File: src/rtl/sem_pkg.sv
package sem_pkg;
  // Per-semaphore state: a claim bit per port and which port the holder is.
  typedef struct packed {
    logic req_a;
    logic req_b;
    logic own_b;
  } sem_state_t;
endpackage

File: src/rtl/sem_port_decode.sv
module sem_port_decode #(
  parameter int NUM_SEM = 8,
  parameter int ADDR_W  = $clog2(NUM_SEM)
) (
  input  logic               clk,
  input  logic               rst,
  input  logic               sem_sel,
  input  logic               mem_en,
  input  logic               wr,
  input  logic [ADDR_W-1:0]  addr,
  output logic               mem_go,
  output logic [NUM_SEM-1:0] wr_hit,
  output logic               rd_en,
  output logic [ADDR_W-1:0]  rd_addr
);
  logic sem_acc;

  assign sem_acc = sem_sel & ~mem_en;
  assign mem_go  = mem_en & ~sem_sel;
  assign rd_en   = sem_acc & ~wr;
  assign rd_addr = addr;

  for (genvar s = 0; s < NUM_SEM; s++) begin : g_hit
    assign wr_hit[s] = sem_acc & wr & (addr == ADDR_W'(s));
  end

  // a conflicting select reaches neither space
  a_r9_conflict_blocked: assert property (@(posedge clk) disable iff (rst)
    (sem_sel && mem_en) |-> (!mem_go && wr_hit == '0 && !rd_en));
  // at most one semaphore written per port per cycle
  a_r8_single_target: assert property (@(posedge clk) disable iff (rst)
    $onehot0(wr_hit));
endmodule

File: src/rtl/sem_cell.sv
module sem_cell
  import sem_pkg::*;
(
  input  logic clk,
  input  logic rst,
  input  logic a_wr,
  input  logic a_wbit,
  input  logic b_wr,
  input  logic b_wbit,
  output logic a_owns,
  output logic b_owns
);
  sem_state_t st, st_nx;
  logic nreq_a, nreq_b, held, keep;

  always_comb begin
    nreq_a = a_wr ? ~a_wbit : st.req_a;
    nreq_b = b_wr ? ~b_wbit : st.req_b;
    held   = st.own_b ? st.req_b : st.req_a;
    keep   = held & (st.own_b ? nreq_b : nreq_a);
    st_nx.req_a = nreq_a;
    st_nx.req_b = nreq_b;
    if (keep)        st_nx.own_b = st.own_b;
    else if (nreq_a) st_nx.own_b = 1'b0;
    else if (nreq_b) st_nx.own_b = 1'b1;
    else             st_nx.own_b = st.own_b;
  end

  always_ff @(posedge clk) begin
    if (rst) st <= '0;
    else     st <= st_nx;
  end

  assign a_owns = st.req_a & ~st.own_b;
  assign b_owns = st.req_b &  st.own_b;

  // any live claim implies the holder is one of the claimants
  a_r7_holder_claims: assert property (@(posedge clk) disable iff (rst)
    (st.req_a || st.req_b) |-> (st.own_b ? st.req_b : st.req_a));
  // claim on free semaphore is granted next edge
  a_r1_free_claim: assert property (@(posedge clk) disable iff (rst)
    (!st.req_a && !st.req_b && a_wr && !a_wbit && !b_wr) |=> a_owns);
  // a release by A removes its hold
  a_r2_release: assert property (@(posedge clk) disable iff (rst)
    (a_wr && a_wbit) |=> !a_owns);
  // waiting B takes over when A releases
  a_r4_handoff: assert property (@(posedge clk) disable iff (rst)
    (a_owns && st.req_b && a_wr && a_wbit && !b_wr) |=> b_owns);
  // a cancelled claim leaves nothing behind
  a_r5_withdraw: assert property (@(posedge clk) disable iff (rst)
    (a_owns && st.req_b && b_wr && b_wbit && !a_wr) |=> (a_owns && !st.req_b));
  // same-cycle claims on a free semaphore favour port A
  a_r6_tie_left: assert property (@(posedge clk) disable iff (rst)
    (!st.req_a && !st.req_b && a_wr && !a_wbit && b_wr && !b_wbit)
    |=> (a_owns && st.req_b));
endmodule

File: src/rtl/sem_read_port.sv
module sem_read_port #(
  parameter int NUM_SEM = 8,
  parameter int ADDR_W  = $clog2(NUM_SEM),
  parameter int DATA_W  = 16
) (
  input  logic               clk,
  input  logic               rst,
  input  logic               rd_en,
  input  logic [ADDR_W-1:0]  rd_addr,
  input  logic [NUM_SEM-1:0] owns,
  output logic [DATA_W-1:0]  rdata
);
  always_ff @(posedge clk) begin
    if (rst)        rdata <= '1;
    else if (rd_en) rdata <= {DATA_W{~owns[rd_addr]}};
  end

  // all bits carry the same value
  a_r3_replicated: assert property (@(posedge clk) disable iff (rst)
    (rdata == '0) || (rdata == '1));
  // read bus holds without a read access
  a_r3_hold: assert property (@(posedge clk) disable iff (rst)
    !rd_en |=> $stable(rdata));
endmodule

File: src/rtl/sem_unit.sv
module sem_unit #(
  parameter int NUM_SEM = 8,
  parameter int ADDR_W  = $clog2(NUM_SEM),
  parameter int DATA_W  = 16
) (
  input  logic              clk,
  input  logic              rst,
  input  logic              a_sem_sel,
  input  logic              a_mem_en,
  input  logic              a_wr,
  input  logic [ADDR_W-1:0] a_addr,
  input  logic              a_wbit,
  output logic [DATA_W-1:0] a_rdata,
  output logic              a_mem_go,
  input  logic              b_sem_sel,
  input  logic              b_mem_en,
  input  logic              b_wr,
  input  logic [ADDR_W-1:0] b_addr,
  input  logic              b_wbit,
  output logic [DATA_W-1:0] b_rdata,
  output logic              b_mem_go
);
  logic [NUM_SEM-1:0] a_hit, b_hit, a_own, b_own;
  logic               a_rd, b_rd;
  logic [ADDR_W-1:0]  a_raddr, b_raddr;

  sem_port_decode #(.NUM_SEM(NUM_SEM), .ADDR_W(ADDR_W)) u_dec_a (
    .clk(clk), .rst(rst), .sem_sel(a_sem_sel), .mem_en(a_mem_en), .wr(a_wr),
    .addr(a_addr), .mem_go(a_mem_go), .wr_hit(a_hit), .rd_en(a_rd),
    .rd_addr(a_raddr));

  sem_port_decode #(.NUM_SEM(NUM_SEM), .ADDR_W(ADDR_W)) u_dec_b (
    .clk(clk), .rst(rst), .sem_sel(b_sem_sel), .mem_en(b_mem_en), .wr(b_wr),
    .addr(b_addr), .mem_go(b_mem_go), .wr_hit(b_hit), .rd_en(b_rd),
    .rd_addr(b_raddr));

  for (genvar s = 0; s < NUM_SEM; s++) begin : g_sem
    sem_cell u_cell (
      .clk(clk), .rst(rst),
      .a_wr(a_hit[s]), .a_wbit(a_wbit),
      .b_wr(b_hit[s]), .b_wbit(b_wbit),
      .a_owns(a_own[s]), .b_owns(b_own[s]));
  end

  sem_read_port #(.NUM_SEM(NUM_SEM), .ADDR_W(ADDR_W), .DATA_W(DATA_W)) u_rd_a (
    .clk(clk), .rst(rst), .rd_en(a_rd), .rd_addr(a_raddr), .owns(a_own),
    .rdata(a_rdata));

  sem_read_port #(.NUM_SEM(NUM_SEM), .ADDR_W(ADDR_W), .DATA_W(DATA_W)) u_rd_b (
    .clk(clk), .rst(rst), .rd_en(b_rd), .rd_addr(b_raddr), .owns(b_own),
    .rdata(b_rdata));

  // no semaphore held by both ports
  a_r7_mutex: assert property (@(posedge clk) disable iff (rst)
    (a_own & b_own) == '0);
  // both ports reading the same semaphore never both see 0
  a_r7_read_mutex: assert property (@(posedge clk) disable iff (rst)
    (a_rd && b_rd && a_raddr == b_raddr) |=> !(a_rdata == '0 && b_rdata == '0));
endmodule

File: config.mk
export PLATFORM = sky130hd
export DESIGN_NAME = sem_unit
export DESIGN_NICKNAME = d
export VERILOG_FILES = /design/src/rtl/sem_pkg.sv /design/src/rtl/sem_port_decode.sv /design/src/rtl/sem_cell.sv /design/src/rtl/sem_read_port.sv /design/src/rtl/sem_unit.sv
export SDC_FILE = /design/constraint.sdc
export NUM_CORES = 1
export LEC_CHECK = 0
export BUFFER_PORTS_ARGS = -buffer_cell sky130_fd_sc_hd__clkbuf_2
export CAP_MARGIN = 20
export CORE_MARGIN = 8
export CORE_UTILIZATION = 45
export CTS_CLUSTER_DIAMETER = 30
export DETAILED_ROUTE_END_ITERATION = 10
export PLACE_DENSITY = 0.71
export REMOVE_ABC_BUFFERS = 1
export SYNTH_ARGS = -nofsm -noshare
export SYNTH_HDL_FRONTEND = slang
export SYNTH_SLANG_ARGS = --single-unit
File: constraint.sdc
create_clock -name clk -period 2.91 [get_ports clk]
set_input_delay 0.291 -clock clk [delete_from_list [all_inputs] [get_ports clk]]
set_output_delay 0.291 -clock clk [all_outputs]
set_load 0.02 [all_outputs]
==> results by group <==
Setup path
  – Slowest CP cell: dfxtp_1
  – CP delay by family, top: flip-flops
  – R2r endpoint: u_rd_a.rdata[0]
  – Worst endpoint data arrival time: 1.13 ns
  – R2r setup slk: 1.57 ns
  – Critical path startpoint: u_rd_b.rdata[0]
  – CP Cell Sequence: clkbuf_2
  – Slowest stage delay, CP: 0.59 ns
  – Req. time, crit path: about 2.6 ns
  – Crit Path Class: flop to output port
  – Worst path bufs/invs: 1
  – Worst reg2reg startpoint: g_sem[0].u_cell.st[0]
  – Critical path depth: 1
  – CP Capture Type: output port
  – Worst setup SP type: flop
  – Worst setup path end: b_rdata[6]
  – Worst R2R Path Depth: 4
  – Worst Path Max Fanout: 17

Yosys
  – FFs w/ async S/R, synth: 0%
  – Synth warn: 0
  – Cell variety after synth: 54
  – Mapped Area: 0.00168 mm^2
  – Number of enable flip-flop cells after synthesis: 0
  – Sequential-to-total area share from yosys stat: a little under a third
  – Avg Cell Area, Syn: between 8 and 9 um^2
  – FF+latch count, synth: 26
  – Gate Count Post-Synth: 203
  – Cell taking the most area after synthesis: dfxtp_1
  – Count leader, synth: buf_4
  – Yosys top cell area share: between 30 and 40%
  – Synth area leaders: dfxtp_1, buf_4, a21oi_1
  – Synth cell count leaders: buf_4, dfxtp_1, a21oi_1, nand3_1, nor2_1
  – Top FF cell, synth: dfxtp_1

Floorplan
  – Initial core utilization: a little under half
  – Die Wd: 77.2 um
  – Die area: 0.00595 mm^2
  – Die Ht: 77.2 um
  – FP Rows: 22
  – Number of I/O pins: 50
  – Core ar.: between 0.003 and 0.004 mm^2

Timing
  – Max Clk Rate: 704 MHz
  – Max Slew Vio Count: 0
  – Hold violation count in the final report: 0
  – # setup viols final: 0
  – Final TNS setup: 0 ns
  – Slew margin rel.: a little over two thirds
  – Worst Skew: 0.00616 ns
  – Tmin final: 1.42 ns
  – RSZ-0062 raised after global routing: false
  – Actual slew at the worst max-slew pin: 0.432 ns
  – Worst hold slack: 0.352 ns
  – Final worst-path cycle share: between 40 and 50%

Global route
  – Overall Global Routing Usage: roughly 14%
  – Largest net degree at the start of global routing: 21
  – Global-route wire length before repair: 6.90 mm
  – Total gr overflow: 0
  – Vias in the first global route: 1424
  – Initial antenna violation count: 0

Placed design
  – PortBufs: approximately 50
  – DP Cell Count: 264
  – Placer congestion estimate: 0.798
  – Post-DP HPWL: 3.12 mm

Clocking
  – Post_cts resized: 0
  – Post-CTS setup buffer count: 0
  – # hold bufs at CTS: 0
  – Clk pin slew, worst setup/hold paths: 0.09 ns
  – CTS Root Cell: clkbuf_8
  – Worst skew pair latency: 0.28 ns
  – Clock tree buffer depth: 2
  – TritonCTS clock tree: built
  – Clock Sinks: 26
  – Number of CTS-inserted buffers: 3
  – H-tree Lvls: 1

Layout
  – Nets: 237
  – Share of layout cells above drive strength 1: 29.1%
  – Core Util, Final: 49.1%
  – Fill count: approximately 370
  – Non-Filler Instances: about 270
  – Layout area overhead: 6.02%
  – Antenna cell count: 0

Routing
  – Drt drc: 0
  – Via count: 1528
  – Wirelength per Cell: 15.1 um
  – DR iter-0 viols: 114
  – Routed WL: 4.06 mm
  – DR pass1 iterations: 4
  – Via density per instance: 5.70
  – Final ANT Viol Nets: 0

Power and ir drop
  – Peak VDD IR: 0.214 mV
  – P_leak: 0.000754 uW
  – P per Cell Area: slightly above 400 mW/mm^2

Hold path
  – Hold WC Path Type: input pin to flop

Run
  – Count of max-cap constraint violations: 0

Status
  – Status: complete, no violations
## layout by cell type, fill, tap and decap left out, types with 2 or more instances in the layout
cell / Yosys / routed
a221oi_1: 2 / 2
a21oi_1: 20 / 20
clkbuf_2: 0 / 49
and3_1: 5 / 5
or3_1: 4 / 4
o21a_1: 2 / 2
a211oi_1: 2 / 2
nor2b_1: 6 / 6
o221ai_1: 2 / 2
nor3_1: 5 / 5
nor4_1: 3 / 3
clkbuf_8: 0 / 4
mux2i_1: 2 / 2
nand3_1: 9 / 9
o21ai_0: 4 / 4
inv_1: 6 / 6
dfxtp_1: 26 / 26
o31ai_1: 4 / 4
a31oi_1: 7 / 7
a21o_1: 4 / 4
nand2b_1: 3 / 3
a311oi_1: 3 / 3
a21boi_0: 2 / 2
or3b_2: 2 / 2
o21ai_1: 2 / 2
nand2_1: 8 / 8
nor2_1: 9 / 9
## metal layers
layer / track usage (%) / vias to the layer above / wire (um)
li1: - / 765 / -
met1: 16.3 / 706 / 1820
met2: 22.7 / 50 / 1870
met3: 3.61 / 7 / 266
met4: 7.55 / 0 / 104
met5: 0 / - / 0
## kinds of logic (layout without fill, tap and decap cells)
| family | Yosys count | after routing | synth area share, % |
|---|---|---|---|
| AND/OR/NAND/NOR | 68 | 68 | 24.8 |
| AO/OA/AOI/OAI | 65 | 65 | 26.4 |
| buffers and inverters | 42 | 59 | 16.7 |
| flip-flops | 26 | 26 | 30.9 |
| multiplexers | 2 | 2 | 1.19 |
## final cells by class
type	count	area, um^2	share of cell area (%)
inverter	6	22.5	1.26
clock buffer	4	55.1	3.09
timing repair buffer	49	245	13.7
sequential	26	520	29.2
multi-input combinational	135	881	49.4
tap	48	60.1	3.37
## worst min-delay path by stage
stage	depth (start not counted)	start	to	slack, ns
after CTS	3	a_wr	u_rd_a.rdata[0]	0.36
after detailed placement	2	g_sem[4].u_cell.st[0]	g_sem[4].u_cell.st[0]	0.49
after global placement	2	g_sem[4].u_cell.st[0]	g_sem[4].u_cell.st[0]	0.47
after global routing	3	a_wr	u_rd_a.rdata[0]	0.39
final	3	b_mem_en	u_rd_b.rdata[0]	0.35
after floorplan	1	rst	g_sem[6].u_cell.st[1]	0.36
## registers in the layout, summed over array words and instances, names as in the netlist
name             count
u_rd_a.rdata         1
g_sem.u_cell.st     24
u_rd_b.rdata         1
## power by group
| part | switching, uW | total [uW] | internal (uW) |
|---|---|---|---|
| Clock | 122 | 243 | 121 |
| Combinational | 87.6 | 129 | 41.7 |
| Sequential | 8.28 | 370 | 361 |
| Total | 218 | 742 | 525 |
## stage by stage
stage	area [um^2]	setup slack, ns	power (uW)
after global placement	1730	1.33	506
after CTS	1780	1.48	748
after floorplan	1420	0.204	446
final	1780	1.49	742
after global routing	1780	1.40	768
after detailed placement	1730	1.26	508
Power figures use the tool's default switching activity.
